### config.mk
export PLATFORM = sky130hd
export DESIGN_NAME = bank_save_tracker
export DESIGN_NICKNAME = d
export VERILOG_FILES = /design/src/rtl/rbt_pkg.sv /design/src/rtl/rbt_op_decode.sv /design/src/rtl/rbt_level_counter.sv /design/src/rtl/rbt_exc_gen.sv /design/src/rtl/bank_save_tracker.sv
export SDC_FILE = /design/constraint.sdc
export NUM_CORES = 1
export LEC_CHECK = 0
export BUFFER_PORTS_ARGS = -buffer_cell sky130_fd_sc_hd__buf_2
export CAP_MARGIN = 20
export CORE_AREA = 2 2 39 41
export CTS_BUF_LIST = sky130_fd_sc_hd__clkbuf_16
export DETAILED_ROUTE_END_ITERATION = 16
export DIE_AREA = 0 0 41 43
export PLACE_DENSITY = 0.5
export REMOVE_ABC_BUFFERS = 1
export SLEW_MARGIN = 0
export SYNTH_ARGS = -nofsm -noshare
export SYNTH_HDL_FRONTEND = slang
export SYNTH_SLANG_ARGS = --single-unit
### constraint.sdc
create_clock -name clk -period 3.7 [get_ports clk]
set_input_delay 0.37 -clock clk [delete_from_list [all_inputs] [get_ports clk]]
set_output_delay 0.37 -clock clk [all_outputs]
set_load 0.02 [all_outputs]
### src/rtl/rbt_pkg.sv
// Package: shared types for the register bank save tracker.
// Assumes nothing beyond standard SystemVerilog.
package rbt_pkg;

    // Net operation requested in one cycle, decoded from the two strobes.
    typedef enum logic [1:0] {
        OP_NONE    = 2'b00,
        OP_SAVE    = 2'b01,
        OP_RESTORE = 2'b10,
        OP_CANCEL  = 2'b11
    } bank_op_e;

    // Width needed to hold the values 0..n inclusive.
    function automatic int cnt_width(input int n);
        return (n < 1) ? 1 : $clog2(n + 1);
    endfunction

endpackage

### src/rtl/rbt_op_decode.sv
// Module: rbt_op_decode
// Turns the save and restore strobes into one net operation per cycle.
// A cycle with both strobes becomes OP_CANCEL, which changes nothing downstream.
// Assumes the strobes are synchronous to the tracker clock.
module rbt_op_decode
    import rbt_pkg::*;
(
    input  logic     save_i,
    input  logic     restore_i,
    output bank_op_e op_o
);

    // Purpose: map the strobe pair to the net operation.
    always_comb begin
        unique case ({restore_i, save_i})
            2'b01:   op_o = OP_SAVE;
            2'b10:   op_o = OP_RESTORE;
            2'b11:   op_o = OP_CANCEL;
            default: op_o = OP_NONE;
        endcase
    end

endmodule

### src/rtl/rbt_level_counter.sv
// Module: rbt_level_counter
// Holds the number of occupied banks. The count saturates at 0 and at NUM_BANKS.
// Full and empty flags are decoded from the stored count.
// Assumes the op input is stable around the rising clock edge. Reset is synchronous, active low.
module rbt_level_counter
    import rbt_pkg::*;
#(
    parameter int NUM_BANKS = 15,
    parameter int CNT_W     = cnt_width(NUM_BANKS)
) (
    input  logic             clk,
    input  logic             rst_n,
    input  bank_op_e         op_i,
    output logic [CNT_W-1:0] cnt_o,
    output logic             full_o,
    output logic             empty_o
);

    localparam logic [CNT_W-1:0] MAX_CNT = CNT_W'(NUM_BANKS);

    logic [CNT_W-1:0] cnt_q;
    logic [CNT_W-1:0] cnt_d;
    logic             at_max;
    logic             at_zero;

    assign at_max  = (cnt_q == MAX_CNT);
    assign at_zero = (cnt_q == '0);

    // Purpose: next count; saturates at both bounds and holds on none or cancel.
    always_comb begin
        cnt_d = cnt_q;
        case (op_i)
            OP_SAVE:    if (!at_max)  cnt_d = cnt_q + 1'b1;
            OP_RESTORE: if (!at_zero) cnt_d = cnt_q - 1'b1;
            default:    cnt_d = cnt_q;
        endcase
    end

    // Purpose: count register with synchronous clear.
    always_ff @(posedge clk) begin
        if (!rst_n) cnt_q <= '0;
        else        cnt_q <= cnt_d;
    end

    assign cnt_o   = cnt_q;
    assign full_o  = at_max;
    assign empty_o = at_zero;


    cnt_range_chk: assert property (@(posedge clk) disable iff (!rst_n)
        cnt_q <= MAX_CNT);


    flags_excl_chk: assert property (@(posedge clk) disable iff (!rst_n)
        $onehot0({full_o, empty_o}));


    save_inc_chk: assert property (@(posedge clk) disable iff (!rst_n)
        (op_i == OP_SAVE && !full_o) |=> (cnt_q == $past(cnt_q) + 1'b1));


    restore_dec_chk: assert property (@(posedge clk) disable iff (!rst_n)
        (op_i == OP_RESTORE && !empty_o) |=> (cnt_q == $past(cnt_q) - 1'b1));


    cancel_hold_chk: assert property (@(posedge clk) disable iff (!rst_n)
        (op_i == OP_CANCEL) |=> $stable(cnt_q));

endmodule

### src/rtl/rbt_exc_gen.sv
// Module: rbt_exc_gen
// Generates registered one-cycle exception requests.
// Underflow comes from a restore at empty. Overflow comes from a save at full while enabled.
// Assumes full and empty come from the same count register that the op acts on.
module rbt_exc_gen
    import rbt_pkg::*;
(
    input  logic     clk,
    input  logic     rst_n,
    input  bank_op_e op_i,
    input  logic     full_i,
    input  logic     empty_i,
    input  logic     ovf_en_i,
    output logic     ufl_req_o,
    output logic     ovf_req_o
);

    logic ufl_hit;
    logic ovf_hit;

    // Purpose: detect the two fault conditions in the strobe cycle.
    always_comb begin
        ufl_hit = (op_i == OP_RESTORE) && empty_i;
        ovf_hit = (op_i == OP_SAVE) && full_i && ovf_en_i;
    end

    // Purpose: register the requests so each lasts one cycle per fault.
    always_ff @(posedge clk) begin
        if (!rst_n) begin
            ufl_req_o <= 1'b0;
            ovf_req_o <= 1'b0;
        end else begin
            ufl_req_o <= ufl_hit;
            ovf_req_o <= ovf_hit;
        end
    end


    ovf_needs_full_chk: assert property (@(posedge clk) disable iff (!rst_n)
        (op_i == OP_SAVE && !full_i) |=> !ovf_req_o);


    ufl_only_restore_chk: assert property (@(posedge clk) disable iff (!rst_n)
        (op_i != OP_RESTORE) |=> !ufl_req_o);

endmodule

### src/rtl/bank_save_tracker.sv
// Module: bank_save_tracker (top)
// Tracks how many register banks hold saved context and raises underflow and overflow requests.
// Assumes save_i and restore_i are one-cycle strobes synchronous to clk. Reset is synchronous, active low.
module bank_save_tracker
    import rbt_pkg::*;
#(
    parameter int NUM_BANKS = 15,
    parameter int CNT_W     = cnt_width(NUM_BANKS)
) (
    input  logic             clk,
    input  logic             rst_n,
    input  logic             save_i,
    input  logic             restore_i,
    input  logic             ovf_en_i,
    output logic [CNT_W-1:0] bank_cnt_o,
    output logic             full_o,
    output logic             empty_o,
    output logic             ufl_req_o,
    output logic             ovf_req_o
);

    localparam logic [CNT_W-1:0] MAX_CNT = CNT_W'(NUM_BANKS);

    bank_op_e op;

    rbt_op_decode u_decode (
        .save_i    (save_i),
        .restore_i (restore_i),
        .op_o      (op)
    );

    rbt_level_counter #(
        .NUM_BANKS (NUM_BANKS),
        .CNT_W     (CNT_W)
    ) u_counter (
        .clk     (clk),
        .rst_n   (rst_n),
        .op_i    (op),
        .cnt_o   (bank_cnt_o),
        .full_o  (full_o),
        .empty_o (empty_o)
    );

    rbt_exc_gen u_exc (
        .clk       (clk),
        .rst_n     (rst_n),
        .op_i      (op),
        .full_i    (full_o),
        .empty_i   (empty_o),
        .ovf_en_i  (ovf_en_i),
        .ufl_req_o (ufl_req_o),
        .ovf_req_o (ovf_req_o)
    );


    underflow_chk: assert property (@(posedge clk) disable iff (!rst_n)
        (restore_i && !save_i && empty_o) |=> (ufl_req_o && bank_cnt_o == '0));


    overflow_chk: assert property (@(posedge clk) disable iff (!rst_n)
        (save_i && !restore_i && full_o && ovf_en_i) |=> (ovf_req_o && bank_cnt_o == MAX_CNT));


    drop_chk: assert property (@(posedge clk) disable iff (!rst_n)
        (save_i && !restore_i && full_o && !ovf_en_i) |=> (!ovf_req_o && bank_cnt_o == MAX_CNT));


    cancel_chk: assert property (@(posedge clk) disable iff (!rst_n)
        (save_i && restore_i) |=> (!ufl_req_o && !ovf_req_o && $stable(bank_cnt_o)));


    reset_chk: assert property (@(posedge clk)
        !rst_n |=> (bank_cnt_o == '0 && !ufl_req_o && !ovf_req_o));

endmodule

======== Word level (Yosys, flattened, before mapping) ========
Index checks and enable logic that the tools add are counted.
storage, ports and cells
  flip-flop bits (word level) ............. 6
  input port bits ......................... 5
  output and inout bits ................... 8
  word-level logic and storage cells ...... 23
cells by class
  $add $sub $neg .......................... 2
  equal/unequal tests ..................... 8
  multiplexer cells ....................... 4
  reductions and logical operators ........ 6
operators with widths
  kind                                                                   count
  4-bit 2-to-1 mux                                                       2
  4-bit one-hot mux with 2 select lines                                  1
  2-bit equality test, second input constant                             3
  2-bit one-hot mux with 3 select lines                                  1
  4-bit by 1-bit adder with 4-bit output, second input constant          1
  2-bit by 1-bit equality test with 1-bit output, second input constant  2
  4-bit equality test, second input constant                             1
  4-bit zero test                                                        1
  2-bit != test, second input constant                                   2
  4-bit by 1-bit subtractor with 4-bit output, second input constant     1
  1-bit logical AND                                                      3
  3-bit AND reduction                                                    1
  2-bit nonzero test                                                     1

======== Logic depth before layout (Yosys ltp) ========
  depth in word-level cells ............... 5
  depth in mapped cells ................... 8
  mapped depth without buffers ............ 8

======== Cells and area by module ========
A second synthesis with hierarchy kept.
second synthesis, totals
  cells, all modules ...................... 38
  area, all modules ....................... 331.6 um^2
by module, submodules not included
  module             times used  cells each  area an instance (um^2)  seq. area each (um^2)
  rbt_level_counter  1           30          259.0                    80.1
  rbt_exc_gen        1           6           65.1                     40.0
  rbt_op_decode      1           2           7.5                      0.0

======== Worst setup path before layout ========
OpenSTA, ideal clock, no wires.
  path kind ............................... input port to flip-flop
  start ................................... input save_i
  end ..................................... register u_counter.cnt_q[2] (netlist: u_counter.cnt_o[2])
  library setup time ...................... 0.119 ns
  data arrival time ....................... 1.482 ns
  setup slack ............................. 2.099 ns
  stages on the path ...................... 8
  buffers on the path ..................... 0
  cell sequence ........................... inv_1 ha_1 xor2_1 ha_1 a21oi_1 xnor2_1 nand2_1 mux2i_1
between the ends
  longest elaborated chain between the ends .. 5
RTL lines
  what                                                                                   RTL line                 source
  from (decl)                                                                            bank_save_tracker.sv:12  input logic save_i,
  2-bit equality test or 2-bit by 1-bit equality test with 1-bit output (tied branches)  rbt_op_decode.sv:15      unique case ({restore_i, save_i})
  2-bit one-hot mux with 3 select lines (*)                                              rbt_op_decode.sv:15
  2-bit equality test or 2-bit by 1-bit equality test with 1-bit output (tied branches)  rbt_level_counter.sv:32  case (op_i)
  2-bit != test (no line) or 2-bit nonzero test (tied branches)                          n/a
  3-bit AND reduction (no line)                                                          n/a
  to (signal assigned)                                                                   rbt_level_counter.sv:42  else cnt_q <= cnt_d;
  to (decl)                                                                              rbt_level_counter.sv:21  logic [CNT_W-1:0] cnt_q;
Mark *: on every way between the ends. The rest lies on a longest branch, timed or not.
A chain may end at the register's enable or synchronous reset.

======== Worst setup path after layout ========
  start ................................... register u_counter.cnt_q[0] (netlist: u_counter.cnt_o[0])
  end ..................................... output empty_o
between the ends
  longest elaborated chain between the ends .. 1
RTL lines
  what             RTL line                 source
  4-bit zero test  rbt_level_counter.sv:27  assign at_zero = (cnt_q == '0);
  to (decl)        bank_save_tracker.sv:17  output logic empty_o,
No other way between the ends.

==> flow_metrics.tcl <==
set metrics [dict create \
    path_class "reg -> out" \
    die_w_um 41 \
    io-pin-count 13 \
    cp.required_ns 3.33 \
    fin_nets 64 \
    antenna_found_initial 0 \
    fin_crit_sh_pct 43.55 \
    fin_worst_skew_ns 0.001656 \
    num-fill-cells 142 \
    power_density_mw_per_mm2 628.8 \
    drc_errors 0 \
    p_leak_uw 0.0002771 \
    avgSynthCellArea_um2 10.43 \
    syn_to_final_growth_pct 35.38 \
    wl_per_cell_um 10.64 \
    rows 14 \
    place.gp.congestion 0.7110 \
    die_y_um 43 \
    rsz0062_at_grt "no" \
    setup_tns_ns 0 \
    vias 324 \
    fin_ws_ns 2.089 \
    portBuffers 12 \
    cts_resized 0 \
    yosysTopAreaCellShare_pct 29.54 \
    clock_path_buffers 2 \
    worstRegToRegCells 6 \
    ctsRootBufferMaster "clkbuf_16" \
    worstSetupStartpointType "register" \
    ys_ff_latch 6 \
    hold_class "in -> reg" \
    ant_nets 0 \
    via_per_inst 4.696 \
    drtPass1Iterations 2 \
    syn-cell-area_um2 406.6 \
    grt_pass1_wl_mm 1.317 \
    start_util_pct 29.39 \
    cts-hold-fix-buffers 0 \
    n_antenna_cell 0 \
    cts_buffers 3 \
    grt_overflow 0 \
    holdPathStages 2 \
    post-cts-setup-buffers 0 \
    hold_viol 0 \
    synth_cell_types 22 \
    min_period_ns 1.611 \
    yosys-top-cells-area "dfxtp_1 30%, ha_1 12%, mux2i_1 7.4%" \
    ys_warn_count 0 \
    drv_cap 0 \
    ir_worst_vdd_mv 0.2386 \
    grt_usage_pct 11.43 \
    insertion_delay_ns 0.23 \
    grt_pass1_vias 316 \
    final_common_cell "buf_2" \
    tritoncts "built" \
    cts_max_level 1 \
    slew_headroom_pct 77.46 \
    outcome "finished, final reports clean" \
    postRouteWirelength_um 734 \
    final_cell_mix "12 x buf_2, 6 x dfxtp_1, 4 x ha_1" \
    clk_pin_slew_ns 0.03 \
    dp_slack_ns 1.889 \
    yosysTopAreaCell "dfxtp_1" \
    slew_violations 0 \
    layout-drive-gt1-share_pct 33.96 \
    drtIter0Drc 1 \
    ys_seq_area_share_pct 29.54 \
    grt_start_max_net_pins 10 \
    end_kind "output port" \
    cts.sinks 6 \
    fp.dieArea_mm2 0.001763 \
    final-setup-viol-count 0 \
    arrival_ns 1.24 \
    tightest_slew_ns 0.3376 \
    synth_cells 39 \
    fmax_mhz 620.6 \
    cp_max_fo 7 \
    coreArea_mm2 0.001384 \
]
[sequential cells by signal, indices dropped and copies added (netlist names)]
name	count
u_counter.cnt_o	4
u_exc.ufl_req_o	1
u_exc.ovf_req_o	1
[where the power goes]
part	internal (uW)	total [uW]	switching, uW
clock network	139	175	36.2
logic	37.7	81.3	43.6
registers	73.3	90.1	16.8
total	250	346	96.5
[cell families (layout without fill, tap and decap cells)]
kind of cell             count (synthesis)  in the layout  synth area share [%]
AND/OR/NAND/NOR                         15             15                 28.31
buffers and inverters                    3             17                 4.616
XOR/XNOR                                 3              3                 6.463
multiplexers                             3              3                 7.385
AO/OA/AOI/OAI                            5              5                 11.38
adder cells (fa/ha/maj)                  4              4                 12.31
flip-flops                               6              6                 29.54
[path summary, 6_finish.rpt]
check / end / slack (ns) / from
worst max-delay path: empty_o / 2.09 / u_counter.cnt_o[0]
worst min-delay path: u_exc.ovf_req_o / 0.41 / ovf_en_i
worst min register to register: u_counter.cnt_o[3] / 0.53 / u_counter.cnt_o[3]
worst max register to register: u_counter.cnt_o[2] / 2.27 / u_counter.cnt_o[1]
[layer usage]
metal  routed length [um]  track usage (%)
met3                   37            4.712
met1                  327            13.78
met2                  349            15.63
met5                    0                0
met4                   20            8.000
[synthesized netlist by cell type, drive strengths merged]
master / count
and3b: 1
nand2b: 3
and4: 2
dfxtp: 6
xor2: 2
nor4: 1
xnor2: 1
nor2b: 1
a221oi: 1
and2: 1
a21oi: 2
or3b: 1
inv: 2
and3: 1
o21ai: 2
buf: 1
nand3b: 1
nand2: 3
mux2i: 3
ha: 4
[metrics by stage]
step | area [um^2] | total power, uW | utilization, % | cells | hold WS, ns
6_report | 550.5 | 346.2 | 39.78 | 69 | 0.4097
2_1_floorplan | 395.4 | 149.9 | - | 38 | 0.4917
3_5_place_dp | 475.5 | 173.9 | 34.36 | 66 | 0.5331
4_1_cts | 550.5 | 351.2 | 39.78 | 69 | 0.4106
5_1_grt | 550.5 | 364.8 | 39.78 | 69 | 0.4312
3_3_place_gp | 475.5 | 173.6 | 34.36 | 66 | 0.5226
[critical path: stages, from the launching register on]
cell and delay (ns):
dfxtp_1 0.38, nor4_4 0.40, buf_2 0.23
[layout make-up]
| cell class | instances | area [um^2] | share of cell area [%] |
|---|---|---|---|
| Clock buffer | 3 | 75.07 | 13.64 |
| Multi-Input combinational cell | 30 | 267.8 | 48.64 |
| Tap cell | 16 | 20.02 | 3.636 |
| Sequential cell | 6 | 120.1 | 21.82 |
| Timing Repair Buffer | 12 | 60.06 | 10.91 |
| Inverter | 2 | 7.507 | 1.364 |
No activity file was read; power rests on OpenSTA's default activity.
